$ cat src/rtl/mbs_pkg.sv
package mbs_pkg;
    localparam int AD_W     = 16;
    localparam int BADDR_W  = 24;
    localparam int WADDR_W  = BADDR_W - 2;
    localparam int PAGE_LSB = 8;

    typedef enum logic [1:0] {
        ST_IDLE = 2'd0,
        ST_ALE  = 2'd1,
        ST_DATA = 2'd2,
        ST_HOLD = 2'd3
    } bus_st_e;
endpackage

$ cat src/rtl/mbs_page_track.sv
module mbs_page_track
    import mbs_pkg::*;
(
    input  logic               clk,
    input  logic               rst_n,
    input  logic               acc,
    input  logic               wide,
    input  logic [WADDR_W-1:0] waddr,
    output logic               need_ale
);
    localparam int PG_LO = PAGE_LSB - 2;

    typedef struct packed {
        logic               known;
        logic               wide;
        logic [WADDR_W-1:0] waddr;
    } trk_t;

    trk_t d, q;
    logic [WADDR_W-1:0] next_seq;

    always_comb begin
        next_seq = q.waddr + 1'b1;
        need_ale = !q.known || wide || (wide != q.wide) || (waddr != next_seq)
                   || (waddr[WADDR_W-1:PG_LO] != q.waddr[WADDR_W-1:PG_LO]);
        d = q;
        if (acc) begin
            d.known = 1'b1;
            d.wide  = wide;
            d.waddr = waddr;
        end
    end

    always_ff @(posedge clk) begin
        if (!rst_n) q <= '0;
        else        q <= d;
    end
endmodule

$ cat src/rtl/mbs_lane_mux.sv
module mbs_lane_mux
    import mbs_pkg::*;
(
    input  bus_st_e            st,
    input  logic               wide,
    input  logic               write,
    input  logic [1:0]         beat,
    input  logic [WADDR_W-1:0] waddr,
    input  logic [31:0]        wdata,
    output logic [AD_W-1:0]    ad_o,
    output logic [1:0]         ad_oe,
    output logic               ale,
    output logic               rd_n,
    output logic               wr_n
);
    logic [BADDR_W-1:0] cur;
    logic [7:0]         byte_sel;
    logic [15:0]        half_sel;

    always_comb begin
        cur      = {waddr, (wide ? {beat[0], 1'b0} : beat)};
        byte_sel = wdata[8*beat +: 8];
        half_sel = beat[0] ? wdata[31:16] : wdata[15:0];
        ad_o     = '0;
        ad_oe    = 2'b00;
        ale      = 1'b0;
        rd_n     = 1'b1;
        wr_n     = 1'b1;
        case (st)
            ST_ALE: begin
                ale   = 1'b1;
                ad_oe = 2'b11;
                ad_o  = wide ? cur[15:0] : cur[BADDR_W-1:PAGE_LSB];
            end
            ST_DATA: begin
                rd_n = write;
                wr_n = !write;
                if (wide) begin
                    ad_o  = write ? half_sel : '0;
                    ad_oe = write ? 2'b11 : 2'b00;
                end else begin
                    ad_o  = {cur[7:0], (write ? byte_sel : 8'h00)};
                    ad_oe = write ? 2'b11 : 2'b10;
                end
            end
            default: ;
        endcase
    end
endmodule

$ cat src/rtl/mbs_seq.sv
module mbs_seq
    import mbs_pkg::*;
#(
    parameter int ALE_CYC = 3,
    parameter int DUR_W   = 4
) (
    input  logic               clk,
    input  logic               rst_n,
    input  logic               cfg_wide,
    input  logic [DUR_W-1:0]   cfg_dur,
    input  logic               cfg_hold,
    input  logic               req_valid,
    output logic               req_ready,
    input  logic [WADDR_W-1:0] req_addr,
    input  logic               req_write,
    input  logic [31:0]        req_wdata,
    output logic               rsp_valid,
    output logic [31:0]        rsp_rdata,
    output logic [AD_W-1:0]    ad_o,
    output logic [1:0]         ad_oe,
    input  logic [AD_W-1:0]    ad_i,
    output logic               ale,
    output logic               rd_n,
    output logic               wr_n
);
    localparam int ACW   = $clog2(ALE_CYC + 1);
    localparam int CNT_W = (DUR_W > ACW) ? DUR_W : ACW;
    localparam logic [CNT_W-1:0] ALE_LOAD = CNT_W'(ALE_CYC - 1);

    typedef struct packed {
        bus_st_e            st;
        logic [CNT_W-1:0]   cnt;
        logic [1:0]         beat;
        logic [WADDR_W-1:0] waddr;
        logic               write;
        logic               wide;
        logic [DUR_W-1:0]   dur;
        logic               hold;
        logic [31:0]        wdata;
        logic [31:0]        rdata;
        logic               rsp;
    } seq_t;

    seq_t d, q;
    logic need_ale;
    logic acc;
    logic advance;
    logic last;
    logic [CNT_W-1:0] q_dur_m1;
    logic [CNT_W-1:0] in_dur_m1;

    assign req_ready = (q.st == ST_IDLE);
    assign acc       = req_valid && req_ready;
    assign rsp_valid = q.rsp;
    assign rsp_rdata = q.rdata;

    mbs_page_track u_trk (
        .clk      (clk),
        .rst_n    (rst_n),
        .acc      (acc),
        .wide     (cfg_wide),
        .waddr    (req_addr),
        .need_ale (need_ale)
    );

    mbs_lane_mux u_mux (
        .st    (q.st),
        .wide  (q.wide),
        .write (q.write),
        .beat  (q.beat),
        .waddr (q.waddr),
        .wdata (q.wdata),
        .ad_o  (ad_o),
        .ad_oe (ad_oe),
        .ale   (ale),
        .rd_n  (rd_n),
        .wr_n  (wr_n)
    );

    always_comb begin
        d         = q;
        d.rsp     = 1'b0;
        advance   = 1'b0;
        q_dur_m1  = (q.dur == '0)   ? '0 : CNT_W'(q.dur - 1'b1);
        in_dur_m1 = (cfg_dur == '0) ? '0 : CNT_W'(cfg_dur - 1'b1);
        last      = q.wide ? q.beat[0] : (q.beat == 2'd3);
        case (q.st)
            ST_IDLE: begin
                if (acc) begin
                    d.waddr = req_addr;
                    d.write = req_write;
                    d.wdata = req_wdata;
                    d.wide  = cfg_wide;
                    d.dur   = cfg_dur;
                    d.hold  = cfg_hold;
                    d.beat  = 2'd0;
                    if (need_ale) begin
                        d.st  = ST_ALE;
                        d.cnt = ALE_LOAD;
                    end else begin
                        d.st  = ST_DATA;
                        d.cnt = in_dur_m1;
                    end
                end
            end
            ST_ALE: begin
                if (q.cnt == '0) begin
                    d.st  = ST_DATA;
                    d.cnt = q_dur_m1;
                end else begin
                    d.cnt = q.cnt - 1'b1;
                end
            end
            ST_DATA: begin
                if (q.cnt != '0) begin
                    d.cnt = q.cnt - 1'b1;
                end else begin
                    if (!q.write) begin
                        if (q.wide) d.rdata[16*q.beat[0] +: 16] = ad_i;
                        else        d.rdata[8*q.beat +: 8]      = ad_i[7:0];
                    end
                    if (q.hold) d.st = ST_HOLD;
                    else        advance = 1'b1;
                end
            end
            ST_HOLD: advance = 1'b1;
            default: d.st = ST_IDLE;
        endcase
        if (advance) begin
            if (last) begin
                d.st  = ST_IDLE;
                d.rsp = 1'b1;
            end else begin
                d.beat = q.beat + 1'b1;
                if (q.wide) begin
                    d.st  = ST_ALE;
                    d.cnt = ALE_LOAD;
                end else begin
                    d.st  = ST_DATA;
                    d.cnt = q_dur_m1;
                end
            end
        end
    end

    always_ff @(posedge clk) begin
        if (!rst_n) q <= '0;
        else        q <= d;
    end
endmodule

$ cat config.mk
export PLATFORM = sky130hd
export DESIGN_NAME = mbs_seq
export DESIGN_NICKNAME = d
export VERILOG_FILES = /design/src/rtl/mbs_pkg.sv /design/src/rtl/mbs_page_track.sv /design/src/rtl/mbs_lane_mux.sv /design/src/rtl/mbs_seq.sv
export SDC_FILE = /design/constraint.sdc
export NUM_CORES = 1
export LEC_CHECK = 0
export BUFFER_PORTS_ARGS = -buffer_cell sky130_fd_sc_hd__buf_2
export CORE_UTILIZATION = 31
export DETAILED_ROUTE_END_ITERATION = 12
export GPL_ROUTABILITY_DRIVEN = 0
export HOLD_SLACK_MARGIN = 0.03
export PLACE_DENSITY = 0.47
export SETUP_SLACK_MARGIN = 0.4
export SLEW_MARGIN = 5
export SYNTH_ARGS = -nofsm -noshare
export SYNTH_HDL_FRONTEND = slang
export SYNTH_SLANG_ARGS = --single-unit
$ cat constraint.sdc
create_clock -name clk -period 2.45 [get_ports clk]
set_input_delay 0.1225 -clock clk [delete_from_list [all_inputs] [get_ports clk]]
set_output_delay 0.1225 -clock clk [all_outputs]
set_load 0.01 [all_outputs]
Word level (Yosys, flattened, before mapping)
Index checks and enable logic that the tools add are counted.
{"block": "classes", "add_sub_neg": 7, "eq_ne": 11, "n_shift": 5, "mux": 37, "n_bitwise": 2, "n_reduce_logical": 17}
{"cell": "2-to-1 mux 69 bit", "n": 1}
{"cell": "negator 5 -> 34 bit", "n": 2}
{"cell": "bitwise mux 32 bit", "n": 2}
{"cell": "2-to-1 mux 16 bit", "n": 4}
{"cell": "2-to-1 mux 63 bit", "n": 1}
{"cell": "variable shift 16 x 34 -> 32 bit (first input constant)", "n": 1}
{"cell": "variable shift 8 x 34 -> 32 bit (first input constant)", "n": 1}
{"cell": "variable part select 16 x 34 -> 32 bit", "n": 1}
{"cell": "variable part select 8 x 34 -> 32 bit", "n": 1}
{"cell": "2-to-1 mux 32 bit", "n": 1}
{"cell": "one-hot mux 16 bit (2 select lines)", "n": 1}
{"cell": "variable part select 32 x 6 -> 8 bit", "n": 1}
{"cell": "adder 22 x 1 -> 22 bit (second input constant)", "n": 1}
{"cell": "inequality test 22 bit", "n": 1}
{"cell": "2-to-1 mux 6 bit", "n": 3}
{"cell": "one-hot mux 6 bit (3 select lines)", "n": 1}
{"cell": "2-to-1 mux 4 bit", "n": 4}
{"cell": "2-to-1 mux 8 bit", "n": 2}
{"cell": "inequality test 16 bit", "n": 1}
{"cell": "2-to-1 mux 2 bit", "n": 7}
{"cell": "logical NOT 4 bit", "n": 3}
{"cell": "subtractor 4 x 1 -> 4 bit (second input constant)", "n": 3}
{"cell": "inequality test 3 bit (second input constant)", "n": 3}
{"cell": "2-to-1 mux 1 bit", "n": 8}
{"cell": "other kinds (16)", "n": 25}
{"block": "totals", "reg_bits": 126, "input_bits": 80, "output_inout_bits": 55, "elab_cells": 93}

Depth between registers and ports, before layout
{"block": "depth", "word_depth": 10, "depth_mapped": 10, "depth_no_buf": 8}

Hierarchy
A second synthesis with hierarchy kept.
{"block": "hier_totals", "hier_cells": 844, "area_unflattened_um2": 7216.9}
{"module": "mbs_seq", "instances": 1, "cells_per_inst": 583, "area_each_um2": 4804.6, "seq_area_each_um2": 2042.0}
{"module": "mbs_page_track", "instances": 1, "cells_per_inst": 134, "area_each_um2": 1331.3, "seq_area_each_um2": 480.5}
{"module": "mbs_lane_mux", "instances": 1, "cells_per_inst": 127, "area_each_um2": 1081.0, "seq_area_each_um2": 0.0}

Worst setup path before layout
OpenSTA, ideal clock, no wires.
{"block": "synth_timing", "path_type": "reg2reg", "start": "reg q[94] (netlist name)", "end": "reg q (netlist bit rsp_rdata[24])", "setup_ns": 0.086, "arrival_ns": 2.079, "required_ns": 2.364, "setup_slack_ns": 0.286, "path_stages_with_launch": 10, "n_path_buf": 3, "synth_period_minus_slack_ns": 2.164, "cell_sequence": "dfxtp_1 -> buf_2 -> inv_1 -> buf_1 -> ha_1 -> nor3_1 -> and2_1 -> buf_1 -> a22oi_1 -> a211oi_1"}
{"block": "synth_between", "elab_chain_cells": 4, "elab_cells_between_ends": 9, "classes_between": "add/sub: 2; shift: 4; mux: 3"}
{"item": "from (decl)", "line": "mbs_seq.sv:44", "text": "seq_t d, q;"}
{"item": "from (signal assigned)", "line": "mbs_seq.sv:147", "text": "if (!rst_n) q <= '0;"}
{"item": "from (signal assigned)", "line": "mbs_seq.sv:148", "text": "else q <= d;"}
{"item": "negator 5 -> 34 bit (on tied branches)", "line": "mbs_seq.sv:119, mbs_seq.sv:120"}
{"item": "variable part select 16 x 34 -> 32 bit (tied with other cells)", "line": "mbs_seq.sv:119", "text": "if (q.wide) d.rdata[16*q.beat[0] +: 16] = ad_i;"}
{"item": "bitwise mux 32 bit (on tied branches)", "line": "mbs_seq.sv:119, mbs_seq.sv:120"}
{"item": "2-to-1 mux 32 bit (*)", "line": "mbs_seq.sv:119"}
Mark *: on every way between the ends. The rest lies on a longest branch, timed or not.
A chain may end at the register's enable or synchronous reset.

Worst setup path in the final report
{"block": "layout_timing", "start": "reg q[94] (netlist name)", "end": "out ad_o[6]"}
{"block": "layout_between", "elab_chain_cells": 4, "elab_cells_between_ends": 6, "classes_between": "shift: 1; mux: 5"}
{"item": "variable part select 32 x 6 -> 8 bit or 2-to-1 mux 16 bit (tied branches)", "line": "mbs_lane_mux.sv:22, mbs_lane_mux.sv:23"}
{"item": "2-to-1 mux 8 bit or 2-to-1 mux 16 bit (tied branches)", "line": "mbs_lane_mux.sv:42, mbs_lane_mux.sv:39"}
{"item": "2-to-1 mux 16 bit (*)", "line": "mbs_lane_mux.sv:38", "text": "if (wide) begin"}
{"item": "one-hot mux 16 bit (2 select lines) (*)", "line": "mbs_lane_mux.sv:29", "text": "case (st)"}
{"item": "to (decl)", "line": "mbs_seq.sv:19", "text": "output logic [AD_W-1:0] ad_o,"}
Marked as above.

==> impl_summary.log <==
[metrics] run status: finished, final reports clean
[metrics] number of synthesized flops with an enable pin: 0
[metrics] area of the placeable core: 19700 sq um
[metrics] Die X-Extent: approximately 140 um
[metrics] setup TNS: 0 ps
[metrics] total power of the final layout: 6.42 mW
[metrics] number of CTS-inserted buffers: 9
[metrics] buffer depth of the longest clock path: 2
[metrics] critical path startpoint category: register
[metrics] per-cell via count in the routed design: 5.12
[metrics] antenna-violating nets left: 0
[metrics] clock latency at the later pin of the worst-skew pair: 360 ps
[metrics] placed standard-cell area: 7020 sq um
[metrics] H-tree depth: 3
[metrics] floorplan die area: 20800 sq um
[metrics] worst min-delay path class: in -> reg
[metrics] startpoint-to-endpoint class of the critical path: reg -> out
[metrics] number of remaining DRC errors: 0
[metrics] worst-case hold path end point: q[48]$_SDFFE_PN0P_
[metrics] mean post-synth cell area: 7.58 sq um
[metrics] Critical Path Sink Type: output port
[metrics] max_slew headroom: 59.8%
[metrics] floorplan row count: 51
[metrics] via count of the first global-routing pass: 5894
[metrics] setup repair after global routing missed its margin: true
[metrics] number of failing setup endpoints in the final timing report: 0
[metrics] Power per Cell Area: ~760 nW/um^2
[metrics] Worst-path clk slew: 80 ps
[metrics] worst flop-to-flop path endpoint: q[97]$_SDFF_PN0_
[metrics] Top-Level Pins: 135
[metrics] largest fanout of any net on the critical path: 5
[metrics] GRT Resource Usage Total: 20.4%
[metrics] worst r2r src: q[73]$_SDFFE_PN0P_
[metrics] count of cells along the worst register-to-register path: 7
[metrics] commonest non-fill, non-tap cell in the layout: sky130_fd_sc_hd__nand2_1
[metrics] total congestion overflow after global routing: 0
[metrics] register bit count reported by yosys: 103
[metrics] total clock sinks: 103
[metrics] critical-path cell with the highest stage delay: sky130_fd_sc_hd__mux4_2
[metrics] top flip-flop cell by instance count after synthesis: sky130_fd_sc_hd__dfxtp_1
[metrics] Net Count, Synth: 915
[metrics] reg-to-reg setup timing slack: 400 ps
[metrics] post-layout min period: 2070 ps
[metrics] area of all placed cells without fillers: ~8400 sq um
[metrics] CP Data Required Time: 2330 ps
[metrics] wire length of the first global-routing pass: 32.6 mm
[metrics] fraction of final layout cells with drive strength greater than 1: between 30% and 40%
[metrics] number of port buffers: 134
[metrics] 1st-pass router iterations: 5
[metrics] Hold Crit Depth: 3
[metrics] start point of the worst hold path: req_wdata[15]
[metrics] Post-synth ARST share: 0%
[metrics] Die Span Y: 144 um
[metrics] CTS tree: built
[metrics] cell chain of the critical path: buf_12 -> mux4_2 -> a32oi_1 -> o21ai_1 -> and2_1 -> buf_2
[metrics] post-synthesis to final-layout area growth: 35.0%
[metrics] arrival time of the worst setup path: 1950 ps
[metrics] total via count after detailed routing: ~6400
[metrics] number of antenna violations at the first check in global routing: 0
[metrics] cell at the root of the clock tree: sky130_fd_sc_hd__clkbuf_16
[metrics] total wire length: 21.5 mm
[metrics] starting utilization of the core area: 31.8%
[metrics] leading cell types in the layout, fill and taps excluded: 170 x sky130_fd_sc_hd__nand2_1, 135 x sky130_fd_sc_hd__buf_2, 98 x sky130_fd_sc_hd__a21oi_1
[metrics] Max Fclk: 483 MHz
[metrics] post-synth cell types: 68
[metrics] detailed router's first-iteration violation count: 368
[metrics] fraction of the yosys area taken by sequential cells: 33.0%
[metrics] measured slew at the worst slew-check pin: approximately 600 ps
[metrics] half-perimeter wire length after detailed placement: 14.9 mm
[metrics] portion of the clock cycle consumed by the worst path in the final layout: 84.5%
[metrics] pin count of the biggest net entering global routing: 98
[metrics] number of synthesis warnings: 0
[metrics] reported leakage power: 3.28 nW
[metrics] largest incremental delay on the critical path: 490 ps
[metrics] Post-Route Skew: 13.0 ps
[metrics] Gate Count Post-Synth: 825
[metrics] peak ir drop on the vdd network: ~0.43 mV
[metrics] Final Slew Violations: 0
[metrics] Final Hold Violating Endpoints: 0
[metrics] max_cap viols: 0
[metrics] total number of nets in the final design: 1075
[metrics] cell area after synthesis: 6260 sq um
[metrics] Ant. Diodes: 0
[metrics] average wire per standard cell: 17.1 um
## power by group
group          internal (mW)  switching, mW
clock                  0.712          0.721
sequential              1.90          0.282
combinational           1.23           1.58
total                   3.84           2.58
## synth_stat cells (2+ instances only)
library cell | instances | area share (%)
sky130_fd_sc_hd__buf_2 | 8 | 0.64
sky130_fd_sc_hd__nor3b_1 | 2 | 0.24
sky130_fd_sc_hd__nand2b_1 | 7 | 0.70
sky130_fd_sc_hd__o22ai_1 | 2 | 0.20
sky130_fd_sc_hd__o21ai_0 | 22 | 1.8
sky130_fd_sc_hd__nand2_1 | 172 | 10
sky130_fd_sc_hd__a21o_1 | 4 | 0.48
sky130_fd_sc_hd__a21boi_0 | 5 | 0.60
sky130_fd_sc_hd__nor2b_1 | 10 | 1.0
sky130_fd_sc_hd__dfxtp_1 | 103 | 33
sky130_fd_sc_hd__and2_1 | 5 | 0.50
sky130_fd_sc_hd__or3b_1 | 2 | 0.28
sky130_fd_sc_hd__buf_1 | 9 | 0.54
sky130_fd_sc_hd__nor3_1 | 11 | 0.88
sky130_fd_sc_hd__or2_2 | 2 | 0.20
sky130_fd_sc_hd__a32oi_1 | 2 | 0.28
sky130_fd_sc_hd__a31oi_1 | 2 | 0.20
sky130_fd_sc_hd__xor2_1 | 18 | 2.5
sky130_fd_sc_hd__ha_1 | 10 | 2.0
sky130_fd_sc_hd__nor4_1 | 13 | 1.3
sky130_fd_sc_hd__o21ai_1 | 2 | 0.16
sky130_fd_sc_hd__a221oi_1 | 9 | 1.3
sky130_fd_sc_hd__a21oi_1 | 101 | 8.1
sky130_fd_sc_hd__o21a_1 | 5 | 0.60
sky130_fd_sc_hd__a211oi_1 | 22 | 2.6
sky130_fd_sc_hd__clkbuf_1 | 32 | 1.9
sky130_fd_sc_hd__buf_6 | 6 | 1.1
sky130_fd_sc_hd__nand4_1 | 9 | 0.90
sky130_fd_sc_hd__xnor2_1 | 11 | 1.5
sky130_fd_sc_hd__and4_1 | 4 | 0.56
sky130_fd_sc_hd__or4_1 | 2 | 0.24
sky130_fd_sc_hd__o31ai_1 | 2 | 0.24
sky130_fd_sc_hd__mux2_2 | 8 | 1.4
sky130_fd_sc_hd__nand3_1 | 16 | 1.3
sky130_fd_sc_hd__a22oi_1 | 22 | 2.6
sky130_fd_sc_hd__mux2i_1 | 12 | 1.9
sky130_fd_sc_hd__nor2_1 | 55 | 3.3
sky130_fd_sc_hd__inv_1 | 12 | 0.72
sky130_fd_sc_hd__a221o_1 | 5 | 0.80
sky130_fd_sc_hd__a311oi_1 | 3 | 0.42
sky130_fd_sc_hd__o211ai_1 | 8 | 0.96
sky130_fd_sc_hd__nand3b_1 | 2 | 0.24
sky130_fd_sc_hd__and3_1 | 11 | 1.1
sky130_fd_sc_hd__buf_4 | 33 | 4.0
## worst max-delay path by stage
stage,slack (ps),to,startpoint,depth (start not counted)
global placement,220,q[96]$_SDFF_PN0_,q[75]$_SDFFE_PN0P_,7
finish,380,ad_o[6],q[94]$_SDFF_PN0_,6
CTS,350,ad_o[6],q[94]$_SDFF_PN0_,6
detailed placement,230,q[98]$_SDFF_PN0_,q[96]$_SDFF_PN0_,8
floorplan,400,q[97]$_SDFF_PN0_,q[73]$_SDFFE_PN0P_,7
global route,320,ad_o[5],q[94]$_SDFF_PN0_,9
## routing by layer
metal / routed length [um] / share of wire, % / vias up / track usage, %
met3: 776 / 3.6 / 18 / 2.52
met5: 0 / 0 / - / 0
li1: - / - / 3212 / -
met2: 9650 / 45 / 151 / 31.0
met4: 315 / 1.5 / 0 / 6.27
met1: 10800 / 50 / 3041 / 29.8
## worst max-delay path, delay by kind of cell (launching register included)
| family | cells | cell delay [ps] |
|---|---|---|
| buf+inv | 2 | 250 |
| compound gates | 2 | 300 |
| flops | 1 | 390 |
| simple gates | 1 | 150 |
| mux | 1 | 490 |
## cells by family after synthesis
group                      synth area share, %
adders and majority gates                 2.00
buffers and inverters                     8.92
and+or+nand+nor                           25.2
xor gates and xnor gates                  4.06
AOI/OAI and AO/OA                         23.1
muxes                                     3.72
DFF                                       33.0
## final cells by class
type,count,area [sq um]
well taps,265,332
clock inverters,7,62.6
fillers,2077,11200
clock buffers,9,225
flip-flops and latches,103,2090
inverters,13,52.6
multi-input cells,621,3980
repair buffers,237,1700
## repair_timing
item | 4_1_cts | 5_1_grt
gates resized for setup | 58 | 56
buffers inserted | 11 | 10
setup endpoints to repair | 42 | 57
hold buffers | 50 | 0
hold endpoints to repair | 50 | 0
cloned | 1 | 2
pin swaps | 16 | 23
## state kept, by name (all words and copies together) (netlist names)
name	count
rsp_rdata	32
q	69
u_trk.q	1
rsp_valid	1
## through the flow
step	utilization [%]	hold WS, ps	std cells	worst slack, ps
finish	43.0	42.3	1255	379
global route	43.0	43.1	1255	315
CTS	41.3	30.2	1243	349
detailed placement	35.7	375	1165	234
global placement	35.7	371	1165	224
floorplan	-	251	825	403
(Power assumes the default switching activity.)
